`src/rtl/nand_cycle_seq.sv`:
```
module nand_cycle_seq #(
  parameter int CW = 4
) (
  input  logic          clk,
  input  logic          rst_n,
  input  logic          req_valid,
  output logic          req_ready,
  input  logic [1:0]    req_kind,
  input  logic          req_rd,
  input  logic          req_wide,
  input  logic [31:0]   req_data,
  output logic          rsp_valid,
  output logic [31:0]   rsp_data,
  input  logic [CW-1:0] t_lo,
  input  logic [CW-1:0] t_hi,
  input  logic [CW-1:0] t_acc,
  input  logic [CW-1:0] t_we2re,
  input  logic [CW-1:0] t_re2we,
  input  logic [CW-1:0] t_re2re,
  input  logic [CW-1:0] t_adr2dat,
  input  logic [CW-1:0] t_cs,
  output logic          ce_n,
  output logic          cle,
  output logic          ale,
  output logic          we_n,
  output logic          re_n,
  output logic [15:0]   dq_out,
  output logic          dq_oe,
  input  logic [15:0]   dq_in,
  input  logic          rb_n,
  output logic          ready_evt
);
  localparam int KW = CW + 1;

  typedef enum logic [2:0] {S_IDLE, S_SETUP, S_GAP, S_LO, S_HI} st_t;

  st_t           st;
  logic [CW-1:0] cnt;
  logic [KW-1:0] k;
  logic [1:0]    cur_kind, last_kind;
  logic          cur_wr, last_wr, cur_wide;
  logic [15:0]   cur_dq;
  logic          rb_s1, rb_s2;
  logic          need_gap;
  logic [CW-1:0] gap;

  function automatic logic [CW-1:0] ld(input logic [CW-1:0] x);
    return (x == '0) ? '0 : x - 1'b1;
  endfunction

  wire unused_bits = ^{req_data[31:24], req_data[15:8]};

  wire          wr_req  = !(req_kind[1] && req_rd);
  wire          wide_req = req_wide && req_kind[1];
  wire          accept  = (st == S_IDLE) && req_valid;
  wire          strobe  = (st == S_LO) || (st == S_HI);
  wire          last_hi = (st == S_HI) && (cnt == '0);
  wire [KW-1:0] acc_e   = (t_acc == '0) ? KW'(1) : KW'(t_acc);
  wire          cap_now = strobe && !cur_wr && ((k == acc_e) || (last_hi && (k < acc_e)));

  always_comb begin
    need_gap = 1'b1;
    gap      = t_re2re;
    if (last_kind == 2'b01 && req_kind[1])
      gap = t_adr2dat;
    else if (last_wr && !wr_req)
      gap = t_we2re;
    else if (!last_wr && wr_req)
      gap = t_re2we;
    else if (!last_wr)
      gap = t_re2re;
    else
      need_gap = 1'b0;
  end

  always_ff @(posedge clk or negedge rst_n) begin
    if (!rst_n) begin
      st        <= S_IDLE;
      cnt       <= '0;
      k         <= '0;
      cur_kind  <= 2'b00;
      cur_wr    <= 1'b1;
      cur_wide  <= 1'b0;
      cur_dq    <= '0;
      last_kind <= 2'b00;
      last_wr   <= 1'b1;
      ce_n      <= 1'b1;
    end else begin
      case (st)
        S_IDLE: begin
          if (accept) begin
            ce_n      <= 1'b0;
            cur_kind  <= req_kind;
            cur_wr    <= wr_req;
            cur_wide  <= wide_req;
            cur_dq    <= wide_req ? {req_data[23:16], req_data[7:0]} : {8'h00, req_data[7:0]};
            last_kind <= req_kind;
            last_wr   <= wr_req;
            k         <= KW'(1);
            if (ce_n) begin
              st  <= S_SETUP;
              cnt <= ld(t_cs);
            end else if (need_gap) begin
              st  <= S_GAP;
              cnt <= ld(gap);
            end else begin
              st  <= S_LO;
              cnt <= ld(t_lo);
            end
          end else begin
            ce_n <= 1'b1;
          end
        end
        S_SETUP, S_GAP: begin
          if (cnt == '0) begin
            st  <= S_LO;
            cnt <= ld(t_lo);
            k   <= KW'(1);
          end else begin
            cnt <= cnt - 1'b1;
          end
        end
        S_LO: begin
          k <= k + 1'b1;
          if (cnt == '0) begin
            st  <= S_HI;
            cnt <= ld(t_hi);
          end else begin
            cnt <= cnt - 1'b1;
          end
        end
        S_HI: begin
          k <= k + 1'b1;
          if (cnt == '0) st <= S_IDLE;
          else cnt <= cnt - 1'b1;
        end
        default: st <= S_IDLE;
      endcase
    end
  end

  always_ff @(posedge clk or negedge rst_n) begin
    if (!rst_n) begin
      rsp_valid <= 1'b0;
      rsp_data  <= '0;
    end else begin
      rsp_valid <= cap_now;
      if (cap_now)
        rsp_data <= cur_wide ? {8'h00, dq_in[15:8], 8'h00, dq_in[7:0]} : {24'h0, dq_in[7:0]};
    end
  end

  always_ff @(posedge clk or negedge rst_n) begin
    if (!rst_n) begin
      rb_s1 <= 1'b1;
      rb_s2 <= 1'b1;
    end else begin
      rb_s1 <= rb_n;
      rb_s2 <= rb_s1;
    end
  end

  assign req_ready = (st == S_IDLE);
  assign cle       = strobe && (cur_kind == 2'b00);
  assign ale       = strobe && (cur_kind == 2'b01);
  assign we_n      = !((st == S_LO) && cur_wr);
  assign re_n      = !((st == S_LO) && !cur_wr);
  assign dq_oe     = strobe && cur_wr;
  assign dq_out    = dq_oe ? cur_dq : 16'h0000;
  assign ready_evt = rb_s1 && !rb_s2;
endmodule

```
`config.mk`:
```
export PLATFORM = sky130hd
export DESIGN_NAME = nand_cycle_seq
export DESIGN_NICKNAME = d
export VERILOG_FILES = /design/src/rtl/nand_cycle_seq.sv
export SDC_FILE = /design/constraint.sdc
export NUM_CORES = 1
export LEC_CHECK = 0
export ABC_AREA = 1
export ABC_CLOCK_PERIOD_IN_PS = 5800
export CAP_MARGIN = 40
export CORE_MARGIN = 5
export CORE_UTILIZATION = 45
export CTS_CLUSTER_DIAMETER = 200
export DETAILED_ROUTE_END_ITERATION = 12
export PLACE_DENSITY = 0.84
export SLEW_MARGIN = 20
export SYNTH_ARGS = -nofsm -noshare
export SYNTH_HDL_FRONTEND = slang
export SYNTH_SLANG_ARGS = --single-unit
```
`constraint.sdc`:
```
create_clock -name clk -period 5.8 [get_ports clk]
set_clock_uncertainty 0.2 [all_clocks]
set_input_delay 0.58 -clock clk [delete_from_list [all_inputs] [get_ports clk]]
set_output_delay 0.58 -clock clk [all_outputs]
set_load 0.02 [all_outputs]
```
==> impl_metrics.json, run 1 <==
{
  "rows": 31,
  "io_pins": 145,
  "syn_area_um2": 3290,
  "p_per_area_nw_per_um2": 423,
  "path_class": "reg -> out",
  "rsz0062_at_grt": "false",
  "hp-start": "rb_s1",
  "critPathLaunchType": "register",
  "cp.arrival_ns": 2.40,
  "nets": 656,
  "cp_top_family": "simple AND/OR/NAND/NOR gates",
  "antenna_found_initial": 0,
  "h-tree-depth": 2,
  "dp_hpwl_um": 6610,
  "synth_edf_count": 0,
  "dpl-instance-area_um2": 4440,
  "postCtsSetupRepairBufs": 0,
  "grt_pass1_vias": 3130,
  "die_w_um": 95.5,
  "hold_viol": 0,
  "reg2reg_to": "rsp_data[6]",
  "die_h_um": 95.5,
  "slowest_delay_ns": 0.62,
  "rr_worst_depth": 12,
  "fin_tns_setup_ns": 0,
  "cp_max_fo": 16,
  "area_delta_synth_final_pct": 37.9,
  "comb_power_share_pct": 57.2,
  "clockPowerShare_pct": 10.9,
  "irDropWorstVdd_mv": 0.197,
  "final_cell_mix": "nand2_1, clkdlybuf4s50_1, inv_1",
  "antenna_violating_nets_post_route": 0,
  "status": "finished, final reports clean",
  "crit_required_ns": 5.02,
  "drt_wl_total_um": 8220,
  "timing.rr.start": "cnt[0]",
  "yosys_warnings": 0,
  "slew_headroom_pct": 56.6,
  "io_buffers": 112,
  "grt_pass1_wl_um": 13500,
  "period_share_pct": 54.8,
  "max_slew.worst_pin.slew_ns": 0.652,
  "ys_seq_elements": 52,
  "synth_top_area_share_pct": 36.6,
  "path_clk_slew_ns": 0.10,
  "setup_viol_count_final": 0,
  "vias_per_cell": 4.74,
  "drv_cap": 0,
  "start_util_pct": 45.8,
  "synthTopCellsByArea": "dfrtp_1, nand2_1, inv_1, nor2_1, buf_4",
  "path_buf_inv": 3,
  "holdPathStages": 0,
  "ctsResizeCount": 0,
  "drive_gt1_share_pct": 10.5,
  "crit_chain": "nor2_2 > nand2_1 > nand2_2 > inv_2 > nor2_1 > inv_2 > nor2_1 > clkdlybuf4s50_1",
  "clockRootBuffer": "clkbuf_8",
  "coreArea_um2": 7180,
  "crit_path_end_kind": "output port",
  "maxSlewViolCount": 0,
  "stdcell_area_um2": 4530,
  "dr_total_vias": 3122,
  "fmax_mhz": 315,
  "synthFlopType": "dfrtp_1",
  "routedWlPerCell_um": 12.5,
  "power_leakage_nw": 2.19,
  "track_usage_pct": 18.6,
  "postSynthCellCount": 447,
  "cts.hold.buffers_added": 0,
  "clkSinkCount": 52,
  "power_switching_w": 0.000873,
  "fillers": 640,
  "drtIter0Drc": 148,
  "fin_crit_ns": 3.18,
  "grt_max_degree": 53,
  "antenna_cells": 0,
  "clk_latency_ns": 0.30,
  "synthDistinctLibCells": 44,
  "die_area_um2": 9110,
  "p_int_w": 0.00104,
  "cts_made_buffers": 5,
  "cts_tree": "done",
  "seqPwrFrac_pct": 31.9,
  "cts_max_path_buffers": 2,
  "critPathSlowestCell": "clkdlybuf4s50_1",
  "place_congestion": 0.885,
  "synthArstFlopShare_pct": 100,
  "final_common_cell": "nand2_1",
  "yosysSeqAreaShare_pct": 39.8,
  "grt-ovfl-total": 0,
  "min_path_type": "reg -> reg",
  "min_to": "rb_s2",
  "remaining_drc_errors": 0,
  "first_pass_iters": 4,
  "reg2reg_slack_ns": 3.43,
  "synth_top_area_cell": "dfrtp_1",
  "avgSynthCellArea_um2": 7.35,
  "p_sw_share_pct": 45.6
}
-- power by group through the flow --
stage | combinational [W] | sequential, W | clock, W
after floorplan | 0.000710 | 0.000640 | 0
after global placement | 0.00105 | 0.000610 | 0
after detailed placement | 0.00110 | 0.000617 | 0
after CTS | 0.00110 | 0.000612 | 0.000218
after global routing | 0.00123 | 0.000629 | 0.000235
final | 0.00110 | 0.000611 | 0.000208
-- layer usage --
metal | up-vias | GRT usage (%) | part of all wire (%)
met5 | - | 0 | 0
met4 | 0 | 5.21 | 1.3
met3 | 8 | 8.05 | 9.2
met2 | 100 | 32.4 | 49
met1 | 1431 | 20.6 | 40
li1 | 1583 | - | -
-- Yosys cell counts (2+ instances only) --
| master | number |
|---|---|
| buf_2 | 4 |
| nand2_1 | 112 |
| nand3_2 | 4 |
| nor2_2 | 2 |
| dfrtp_1 | 48 |
| a21oi_4 | 2 |
| o21ai_2 | 9 |
| nand2_2 | 7 |
| nor2_4 | 2 |
| a21oi_1 | 15 |
| inv_1 | 67 |
| o21ai_0 | 25 |
| ha_1 | 9 |
| nor3_1 | 4 |
| o21a_1 | 2 |
| nor2_1 | 54 |
| o22ai_1 | 9 |
| nand3b_1 | 2 |
| dfstp_2 | 4 |
| nand3_1 | 14 |
| o31ai_1 | 2 |
| inv_2 | 11 |
| o32ai_1 | 2 |
| buf_4 | 17 |
-- state kept, by name, indices dropped and copies added (netlist names) --
register	flops
ce_n	1
cnt	4
cur_dq	16
cur_wide	1
k	5
last_kind	2
last_wr	1
rb_s1	1
rb_s2	1
rsp_data	16
rsp_valid	1
st	3
-- logic make-up (layout without fill, tap and decap cells) --
group,Yosys count,count (layout),synth area share (%)
AO/OA/AOI/OAI,73,73,14.4
flip-flops,52,52,39.8
other,1,16,0.114
adder cells (fa/ha/maj),9,9,3.43
AND/OR/NAND/NOR,208,208,27.8
XOR/XNOR,2,2,0.533
buffers and inverters,102,200,14.0
-- worst reg2reg max path, delay by kind of cell, from the launching register on --
| kind | cells | cell delay, ns |
|---|---|---|
| AND/OR/NAND/NOR | 6 | 0.87 |
| buffers and inverters | 3 | 0.50 |
| flip-flops | 1 | 0.39 |
| AO/OA/AOI/OAI | 2 | 0.18 |
| adder cells (fa/ha/maj) | 1 | 0.17 |
-- worst max-delay path by stage --
stage,start,end,slack (ns),cells past startpoint
floorplan,st[0],dq_out[10],3.20,8
global placement,t_acc[3],rsp_data[6],2.93,10
detailed placement,t_acc[3],rsp_data[6],2.89,10
CTS,st[0],dq_out[13],2.61,8
global route,st[0],dq_out[1],2.40,8
finish,st[0],dq_out[11],2.62,8
-- layout make-up --
type,instances,area [um2],area share (%)
Tap cell,99,124,2.73
Clock inverter,3,21.3,0.470
Clock buffer,5,68.8,1.52
Inverter,78,293,6.46
Multi-Input combinational cell,308,1580,34.8
Sequential cell,52,1310,28.8
Timing Repair Buffer,114,1140,25.1
-- through the flow --
stage | total power, W | std cells | hold slack (ns) | utilization (%) | worst slack (ns)
finish | 0.00192 | 659 | 0.171 | 63.1 | 2.62
global placement | 0.00166 | 650 | 0.156 | 61.7 | 2.93
CTS | 0.00193 | 659 | 0.173 | 63.1 | 2.61
floorplan | 0.00135 | 462 | 0.0844 | - | 3.20
global route | 0.00210 | 659 | 0.177 | 63.1 | 2.40
detailed placement | 0.00171 | 651 | 0.157 | 61.9 | 2.89
No activity file was read; power rests on OpenSTA's default activity.
==> inputs of run 2 (changes only) <==
- ABC_CLOCK_PERIOD_IN_PS: 5800 -> 2600
- CORE_UTILIZATION: 45 -> 38
- PLACE_DENSITY: 0.84 -> 0.76
- clock period: 5.8 -> 2.6 ns (I/O delays scaled with it)
==> run 2 against run 1 <==
Compared with the run above:
- count of clock-buffer cells in the layout unchanged
- sequential power up 120%
- worst hold slack worse by 0.0032 ns
- via count is 0.26% higher
- non-clock buffer count increased by 7
- first-iteration DRC count is 36% lower
- critical path type unchanged
- critical endpoint is now dq_oe
==> impl_metrics.json, run 2 (synthesis results as in run 1) <==
{
  "status": "finished, final reports clean",
  "crit_required_ns": 2.14,
  "critPathLaunchType": "register",
  "cp_max_fo": 5,
  "die_w_um": 103,
  "max_slew.worst_pin.slew_ns": 0.486,
  "final_cell_mix": "nand2_1, clkdlybuf4s50_1, inv_1",
  "irDropWorstVdd_mv": 0.397,
  "power_leakage_nw": 2.30,
  "clk_latency_ns": 0.30,
  "area_delta_synth_final_pct": 39.4,
  "fin_crit_ns": 2.42,
  "rows": 34,
  "fillers": 833,
  "rsz0062_at_grt": "false",
  "maxSlewViolCount": 0,
  "remaining_drc_errors": 0,
  "dp_hpwl_um": 6870,
  "clockRootBuffer": "clkbuf_8",
  "grt_max_degree": 33,
  "drive_gt1_share_pct": 11.5,
  "period_share_pct": 93.0,
  "fin_cells": 675,
  "io_buffers": 112,
  "min_path_type": "in -> async",
  "coreArea_um2": 8590,
  "timing.rr.start": "cnt[0]",
  "antenna_violating_nets_post_route": 0,
  "cts_tree": "done",
  "path_class": "reg -> out",
  "antenna_found_initial": 0,
  "dp.cells": 666,
  "grt_pass1_wl_um": 13700,
  "drv_cap": 0,
  "cp.arrival_ns": 1.96,
  "clkSinkCount": 52,
  "cts_made_buffers": 5,
  "fin_tns_setup_ns": 0,
  "drt_wl_total_um": 8380,
  "slew_headroom_pct": 67.2,
  "p_per_area_nw_per_um2": 932,
  "hold_ws_ns": 0.168,
  "grt-ovfl-total": 0,
  "grt_pass1_vias": 3158,
  "cts_max_path_buffers": 2,
  "routedWlPerCell_um": 12.4,
  "io_pins": 145,
  "die_h_um": 103,
  "antenna_cells": 0,
  "cp-startpoint": "st[1]",
  "top_regs": "cur_dq x16, rsp_data x16, k x5",
  "path_clk_slew_ns": 0.10,
  "h-tree-depth": 2,
  "fmax_mhz": 413,
  "first_pass_iters": 4,
  "drtIter0Drc": 94,
  "start_util_pct": 38.2,
  "place_congestion": 0.834,
  "vias_per_cell": 4.64,
  "setup_viol_count_final": 0,
  "nets": 663,
  "final_common_cell": "nand2_1",
  "crit_path_end_kind": "output port",
  "die_area_um2": 10600,
  "dr_total_vias": 3130,
  "hold_viol": 0,
  "track_usage_pct": 16.0
}
## run 2: power by group
group / switching [W] / internal (W)
Combinational: 0.00145 / 0.000976
Clock: 0.000277 / 0.000192
Sequential: 0.000219 / 0.00115
Total: 0.00195 / 0.00232
## run 2: worst max-delay path: stages, from the launching register on
cell and delay, ns:
dfrtp_1 0.40, nand2_1 0.10, inv_2 0.07, nand2_1 0.13, nand2_2 0.12, inv_2 0.05
nor2_1 0.14, clkdlybuf4s50_1 0.65
## run 2: layer usage
metal	up-vias	track usage [%]	wire length [um]
met1	1445	18.3	3340
met5	-	0	0
met3	6	5.75	707
met2	84	28.8	4260
li1	1595	-	-
met4	0	3.19	68
## run 2: final timing paths
kind                                end  slack (ns)  cells after the start
min in group clk                  rb_s1        0.17                      1
setup reg to reg           rsp_data[20]        0.31                     12
setup / recovery                  dq_oe        0.18                      7
hold / removal              rsp_data[2]        0.17                      2
hold reg to reg                   rb_s2        0.17                      0
max in group asynchronous  rsp_data[19]        1.42                      4
## run 2: area by class of cell
cell class | count | area, um2 | area share [%]
multi-input combinational | 308 | 1580 | 34.4
sequential | 52 | 1310 | 28.5
timing repair buffer | 121 | 1180 | 25.7
inverter | 78 | 293 | 6.39
tap | 108 | 135 | 2.95
clock buffer | 5 | 68.8 | 1.50
clock inverter | 3 | 21.3 | 0.464
## run 2: metrics by stage
step / area [um2] / worst slack [ns] / util [%] / power, W
after floorplan: 3340 / 0.316 / - / 0.00301
after CTS: 4580 / 0.156 / 53.3 / 0.00431
after detailed placement: 4500 / 0.0770 / 52.4 / 0.00385
after global routing: 4580 / 0.0131 / 53.3 / 0.00469
final: 4580 / 0.181 / 53.3 / 0.00427
after global placement: 4480 / 0.113 / 52.1 / 0.00377
## run 2: what timing repair did
action | in CTS | in global routing
hold endpoints to repair | 42 | 0
hold buffers | 1 | 0
gates resized for setup | 16 | 0
endpoints found under the setup margin | 16 | 0
setup buffers | 0 | 0
